**src/rtl/frm_pkg.sv**
```systemverilog
package frm_pkg;
  localparam int NFAULT    = 8;
  localparam int FLT_OC    = 0;
  localparam int FLT_SHORT = 5;
  localparam int FLT_LOCK  = 7;

  localparam int REC_LEVEL = 0;
  localparam int REC_TIMED = 1;

  function automatic int recov_of(input int idx);
    if (idx == FLT_OC || idx == FLT_SHORT || idx == FLT_LOCK) return REC_TIMED;
    return REC_LEVEL;
  endfunction
endpackage

```
**src/rtl/frm_fault_chan.sv**
```systemverilog
module frm_fault_chan #(
  parameter int RECOV = 0,
  parameter int DELAY = 4,
  localparam int CW   = $clog2(DELAY + 1)
) (
  input  logic clk,
  input  logic rst_n,
  input  logic cond,
  input  logic latch_en,
  input  logic clr,
  output logic inhibit,
  output logic latched
);
  if (RECOV == frm_pkg::REC_LEVEL) begin : g_level
    logic unused_in;
    assign unused_in = latch_en ^ clr;
    assign latched   = 1'b0;
    always_ff @(posedge clk or negedge rst_n) begin
      if (!rst_n) inhibit <= 1'b0;
      else        inhibit <= cond;
    end
  end else begin : g_timed
    logic [CW-1:0] tmr;
    always_ff @(posedge clk or negedge rst_n) begin
      if (!rst_n) begin
        inhibit <= 1'b0;
        latched <= 1'b0;
        tmr     <= '0;
      end else if (latched) begin
        if (clr) begin
          latched <= 1'b0;
          inhibit <= 1'b0;
        end
      end else if (inhibit) begin
        if (tmr == '0) inhibit <= 1'b0;
        else           tmr <= tmr - 1'b1;
      end else if (cond) begin
        inhibit <= 1'b1;
        latched <= latch_en;
        tmr     <= CW'(DELAY - 1);
      end
    end
  end
endmodule

```
**src/rtl/frm_sticky.sv**
```systemverilog
module frm_sticky #(
  parameter int W = 8
) (
  input  logic         clk,
  input  logic         rst_n,
  input  logic [W-1:0] set,
  input  logic         wipe,
  output logic [W-1:0] q
);
  always_ff @(posedge clk or negedge rst_n) begin
    if (!rst_n)    q <= '0;
    else if (wipe) q <= set;
    else           q <= q | set;
  end
endmodule

```
**src/rtl/frm_diag_out.sv**
```systemverilog
module frm_diag_out #(
  parameter int NF = 8,
  parameter int NW = 8
) (
  input  logic          clk,
  input  logic          rst_n,
  input  logic          pol,
  input  logic          latch_only,
  input  logic [NF-1:0] inhibit,
  input  logic [NF-1:0] latched,
  input  logic [NW-1:0] warn,
  input  logic [NW-1:0] blank,
  output logic          pin
);
  logic act_q;
  logic act_d;

  always_comb begin
    if (latch_only) act_d = |latched;
    else            act_d = (|inhibit) | (|(warn & ~blank));
  end

  always_ff @(posedge clk or negedge rst_n) begin
    if (!rst_n) act_q <= 1'b0;
    else        act_q <= act_d;
  end

  assign pin = pol ? act_q : ~act_q;
endmodule

```
**src/rtl/fault_retry_mgr.sv**
```systemverilog
module fault_retry_mgr #(
  parameter int NWARN        = 8,
  parameter int RETRY_CYCLES = 524000,
  parameter int LOCK_CYCLES  = 4200000,
  parameter logic [7:0] RST_KEY = 8'hFF
) (
  input  logic             clk,
  input  logic             rst_n,
  input  logic             en,
  input  logic [7:0]       fault_lvl,
  input  logic [7:0]       fault_mask,
  input  logic [2:0]       latch_en,
  input  logic [NWARN-1:0] warn_lvl,
  input  logic [NWARN-1:0] warn_blank,
  input  logic             diag_pol,
  input  logic             diag_latch_only,
  input  logic             low_duty_off,
  input  logic             rst_wr_valid,
  input  logic [7:0]       rst_wr_data,
  input  logic             err_rd,
  input  logic             warn_rd,
  output logic             drv_off,
  output logic [7:0]       err_status,
  output logic [NWARN-1:0] warn_status,
  output logic             diag_pin
);
  import frm_pkg::*;

  localparam int LOCK_DELAY = 8 * LOCK_CYCLES;

  logic [NFAULT-1:0] qual;
  logic [NFAULT-1:0] latch_map;
  logic [NFAULT-1:0] inhibit_vec;
  logic [NFAULT-1:0] latched_vec;
  logic              clr_evt;

  assign qual      = fault_lvl & ~fault_mask;
  assign latch_map = {latch_en[2], 1'b0, latch_en[1], 4'b0000, latch_en[0]};
  assign clr_evt   = ~en | low_duty_off | (rst_wr_valid && rst_wr_data == RST_KEY);

  for (genvar i = 0; i < NFAULT; i++) begin : g_ch
    localparam int REC = recov_of(i);
    localparam int DLY = (i == FLT_LOCK) ? LOCK_DELAY : RETRY_CYCLES;
    frm_fault_chan #(.RECOV(REC), .DELAY(DLY)) u_ch (
      .clk      (clk),
      .rst_n    (rst_n),
      .cond     (qual[i]),
      .latch_en (latch_map[i]),
      .clr      (clr_evt),
      .inhibit  (inhibit_vec[i]),
      .latched  (latched_vec[i])
    );
  end

  always_ff @(posedge clk or negedge rst_n) begin
    if (!rst_n) drv_off <= 1'b1;
    else        drv_off <= ~en | (|inhibit_vec);
  end

  frm_sticky #(.W(NFAULT)) u_err (
    .clk   (clk),
    .rst_n (rst_n),
    .set   (qual),
    .wipe  (err_rd | clr_evt),
    .q     (err_status)
  );

  frm_sticky #(.W(NWARN)) u_warn (
    .clk   (clk),
    .rst_n (rst_n),
    .set   (warn_lvl),
    .wipe  (warn_rd | clr_evt),
    .q     (warn_status)
  );

  frm_diag_out #(.NF(NFAULT), .NW(NWARN)) u_diag (
    .clk        (clk),
    .rst_n      (rst_n),
    .pol        (diag_pol),
    .latch_only (diag_latch_only),
    .inhibit    (inhibit_vec),
    .latched    (latched_vec),
    .warn       (warn_lvl),
    .blank      (warn_blank),
    .pin        (diag_pin)
  );
endmodule

```
**config.mk**
```make
export PLATFORM = sky130hd
export DESIGN_NAME = fault_retry_mgr
export DESIGN_NICKNAME = d
export VERILOG_FILES = /design/src/rtl/frm_pkg.sv /design/src/rtl/frm_fault_chan.sv /design/src/rtl/frm_sticky.sv /design/src/rtl/frm_diag_out.sv /design/src/rtl/fault_retry_mgr.sv
export SDC_FILE = /design/constraint.sdc
export NUM_CORES = 1
export LEC_CHECK = 0
export BUFFER_PORTS_ARGS = -buffer_cell sky130_fd_sc_hd__buf_2
export CAP_MARGIN = 20
export CORE_ASPECT_RATIO = 1.25
export CORE_UTILIZATION = 42
export DETAILED_ROUTE_END_ITERATION = 6
export SLEW_MARGIN = 5
export SYNTH_ARGS = -nofsm -noshare
export SYNTH_HDL_FRONTEND = slang
export SYNTH_SLANG_ARGS = --single-unit
```
**constraint.sdc**
```tcl
create_clock -name clk -period 7.3 [get_ports clk]
set_input_delay 1.46 -clock clk [delete_from_list [all_inputs] [get_ports clk]]
set_output_delay 1.46 -clock clk [all_outputs]
set_load 0.02 [all_outputs]
```
==> key figures <==
Outcome
  – Outcome: finished clean

Synthesis
  – Dominant cell by count in the synthesized netlist: sky130_fd_sc_hd__dfrtp_1
  – Register area share after synthesis: around 50%
  – Library cell with the largest summed area after synthesis: sky130_fd_sc_hd__dfrtp_1
  – Leading post-synthesis cells by instance count: sky130_fd_sc_hd__dfrtp_1 (92), sky130_fd_sc_hd__nand2_1 (39), sky130_fd_sc_hd__nor2_1 (39), sky130_fd_sc_hd__a21oi_1 (26)
  – Cells after Synth: approximately 490
  – Distinct cells, synth: 65
  – Synthesized net count: around 540
  – Flip-flop and latch count after synthesis: 93
  – Synthesized cell area: approximately 4800 um2
  – Ys async rst share: between 90% and 100%
  – Most frequently used flop master after synthesis: sky130_fd_sc_hd__dfrtp_1
  – Mean cell area of the mapped netlist: roughly 9.7 um2
  – Warnings, synthesis: 0
  – Top area cells in the synthesized netlist: sky130_fd_sc_hd__dfrtp_1 (48%), sky130_fd_sc_hd__nand2_1 (3.1%), sky130_fd_sc_hd__nor2_1 (3.1%)
  – Portion of synthesized cell area occupied by the leading cell type: roughly half
  – Number of enable flip-flop cells after synthesis: 0

Global routing
  – Global-route wire length before repair: ~18000 um
  – Initial antenna violation count: 0
  – Leftover overflow at the end of global routing: 0
  – GRT Resource Usage Total: ~20%
  – Largest net degree at the start of global routing: 56
  – Vias in the first global route: about 3900

Die
  – Ports placed on the boundary: 70
  – Overall die height: ~120 um
  – Number of placement rows: 43
  – Horizontal die dimension: ~97 um
  – Starting Density: between 40% and 50%
  – Placeable core region: 11080 um2
  – Area of the die: around 12000 um2

Clocking
  – CTS H-tree depth: 3
  – Clock network latency to the later pin of the worst-skew pair: 0.34 ns
  – CTS buffer count: 9
  – CTS tree: built
  – Clock-pin slew on the worst setup and hold paths: 0.07 ns
  – Number of setup buffers added after CTS: 0
  – Number of hold buffers added after cts: 0
  – Cell at the root of the clock tree: sky130_fd_sc_hd__clkbuf_16
  – Post-CTS resize count: 0
  – Clock sinks: 93
  – Largest buffer count on any clock path: 2

Setup path
  – Slowest cell delay on critical path: about 0.17 ns
  – Crit. End Element: output port
  – Startpoint class of the critical path: primary input
  – Cell seen most often among critical-path stages: sky130_fd_sc_hd__buf_2
  – Crit-path max FO: 1
  – Slowest stage cell, crit path: sky130_fd_sc_hd__buf_2
  – Category of the critical setup timing path: primary input to output port
  – Crit path DAT: between 1.5 and 2 ns
  – Data required time at the worst endpoint: slightly below 6 ns
  – Cell breakdown of the critical path: buf_2 > xnor2_1 > buf_2

Detailed routing
  – Number of vias in the routed layout: roughly 3900
  – Final wirelength: 10550 um
  – Post-detailed-route DRC marker count: 0
  – Per-cell via count in the routed design: ~5.6
  – Number of DRC markers in iteration 0: 174
  – Detailed-route wire length per cell: between 15 and 20 um
  – Total iterations of the first detailed-routing run: 4
  – Number of nets with antenna violations after routing: 0

Timing
  – Worst Max-Slew Pin Slew: roughly 1 ns
  – Setup violators final: 0
  – Max-slew headroom: between 30 and 40%
  – Final-report max-slew violation count: 0
  – RSZ-0062 raised after global routing: false
  – Worst Skew: around 0.0057 ns
  – Final worst path period share: 45.49%
  – Hold Vio Cnt, Final: 0
  – Shortest period the worst path allows: 3.321 ns
  – Fin Setup TNS: 0 ns
  – Min Hold Slack: 0.4726 ns
  – Top achievable clock speed: 0.3011 GHz

Power and ir drop
  – Internal power component: roughly 0.0010 W
  – Part of the power in the clock network: a little over a third
  – Worst IR Drop VDD: about 0.00018 V
  – Static leakage power: around 2.4 nW
  – Switch share: approximately 29%
  – Net switching power: 0.0004227 W
  – Power density cells: around 260 nW/um2
  – Combinational power share: about 17%
  – Share of total power in sequential cells: between 40% and 50%

Placed design
  – Final estimated routing congestion in global placement: approximately 0.83
  – Post-DP HPWL: ~7700 um
  – Quantity of I/O buffers inserted on ports: slightly below 70

Cells and area
  – Final layout net count: roughly 610
  – Share of layout cells above drive strength 1: about a fifth
  – Diode insertion count for antenna repair: 0
  – Syn-to-layout area delta: 16.07%

Min path
  – Path class of the lowest-slack min-delay path: flop to flop

Run
  – Max-capacitance violation count: 0
[state kept, by name, indices dropped and copies added (netlist names)]
register               flops
drv_off                    1
g_ch.u_ch.inhibit          8
u_diag.act_q               1
g_ch.u_ch.g_timed.tmr     64
u_warn.q                   8
u_err.q                    8
g_ch.u_ch.latched          3
[area by class of cell]
type                       count  area [um2]
fill                        1046        5560
sequential                    93        2328
multi-input combinational    359        2258
timing repair buffer          72       367.9
clock buffer                  10       229.0
tap                          135       168.9
clock inverter                 6       87.58
inverter                      22       82.58
[per-stage QoR]
step / util, % / power [W] / worst slack, ns / instance area [um2] / instances
after floorplan: - / 0.0008587 / 3.998 / 4758 / 489
after global placement: 46.86 / 0.0009304 / 3.846 / 5194 / 679
after detailed placement: 46.93 / 0.0009457 / 3.739 / 5201 / 680
after CTS: 49.79 / 0.001452 / 3.973 / 5518 / 696
after global routing: 49.83 / 0.001528 / 3.931 / 5523 / 697
final: 49.83 / 0.001436 / 3.979 / 5523 / 697
[routing by layer]
metal / share of wire, % / wire length, um / GRT usage (%) / vias to the layer above
met4: 1.4 / 144 / 5.877 / 0
li1: - / - / - / 1940
met2: 50 / 5312 / 33.58 / 68
met1: 45 / 4752 / 24.96 / 1854
met5: 0 / 0 / 0 / -
met3: 3.3 / 344 / 3.744 / 13
[power by group through the flow]
stage / registers [W] / clock network [W] / logic, W
after floorplan: 0.000678 / 0 / 0.000180
after global placement: 0.000691 / 0 / 0.000240
after detailed placement: 0.000695 / 0 / 0.000250
after CTS: 0.000688 / 0.000513 / 0.000251
after global routing: 0.000704 / 0.000532 / 0.000291
final: 0.000688 / 0.000501 / 0.000248
[cell usage in the layout (no fill, tap or decap), types with 9 or more instances in the layout]
cell                         n
sky130_fd_sc_hd__o21ai_0    22
sky130_fd_sc_hd__nor4_1     18
sky130_fd_sc_hd__inv_1      22
sky130_fd_sc_hd__nand3_1    17
sky130_fd_sc_hd__buf_2      68
sky130_fd_sc_hd__nand2_1    39
sky130_fd_sc_hd__nor3_1     14
sky130_fd_sc_hd__nand2b_1   10
sky130_fd_sc_hd__or4_1       9
sky130_fd_sc_hd__a21oi_1    26
sky130_fd_sc_hd__clkbuf_16   9
sky130_fd_sc_hd__nor2_1     39
sky130_fd_sc_hd__a21o_1     14
sky130_fd_sc_hd__dfrtp_1    92
sky130_fd_sc_hd__or3_1      22
[kinds of logic after synthesis]
| logic type | share of synthesized area (%) |
|---|---|
| fa+ha+maj | 0.7889 |
| flops | 48.94 |
| xor+xnor | 2.945 |
| buf+inv | 3.602 |
| mux | 0.8415 |
| compound gates | 16.07 |
| simple gates | 26.82 |
[critical path: cells and delay by family]
kind	cells	cell delay, ns
buffers and inverters	2	0.27
xor gates and xnor gates	1	0.13
[final timing paths]
check | startpoint | to | slack [ns] | cells after the start
max | diag_pol | diag_pin | 3.98 | 3
min | u_warn.q[0] | u_warn.q[0] | 0.47 | 1
max reg2reg | g_ch[7].u_ch.inhibit | g_ch[7].u_ch.g_timed.tmr[24] | 4.73 | 5
min reg2reg | u_warn.q[0] | u_warn.q[0] | 0.47 | 1
max in group asynchronous | rst_n | g_ch[0].u_ch.g_timed.tmr[14] | 5.15 | 2
min in group asynchronous | rst_n | u_warn.q[4] | 1.08 | 1
Power figures use the tool's default switching activity.
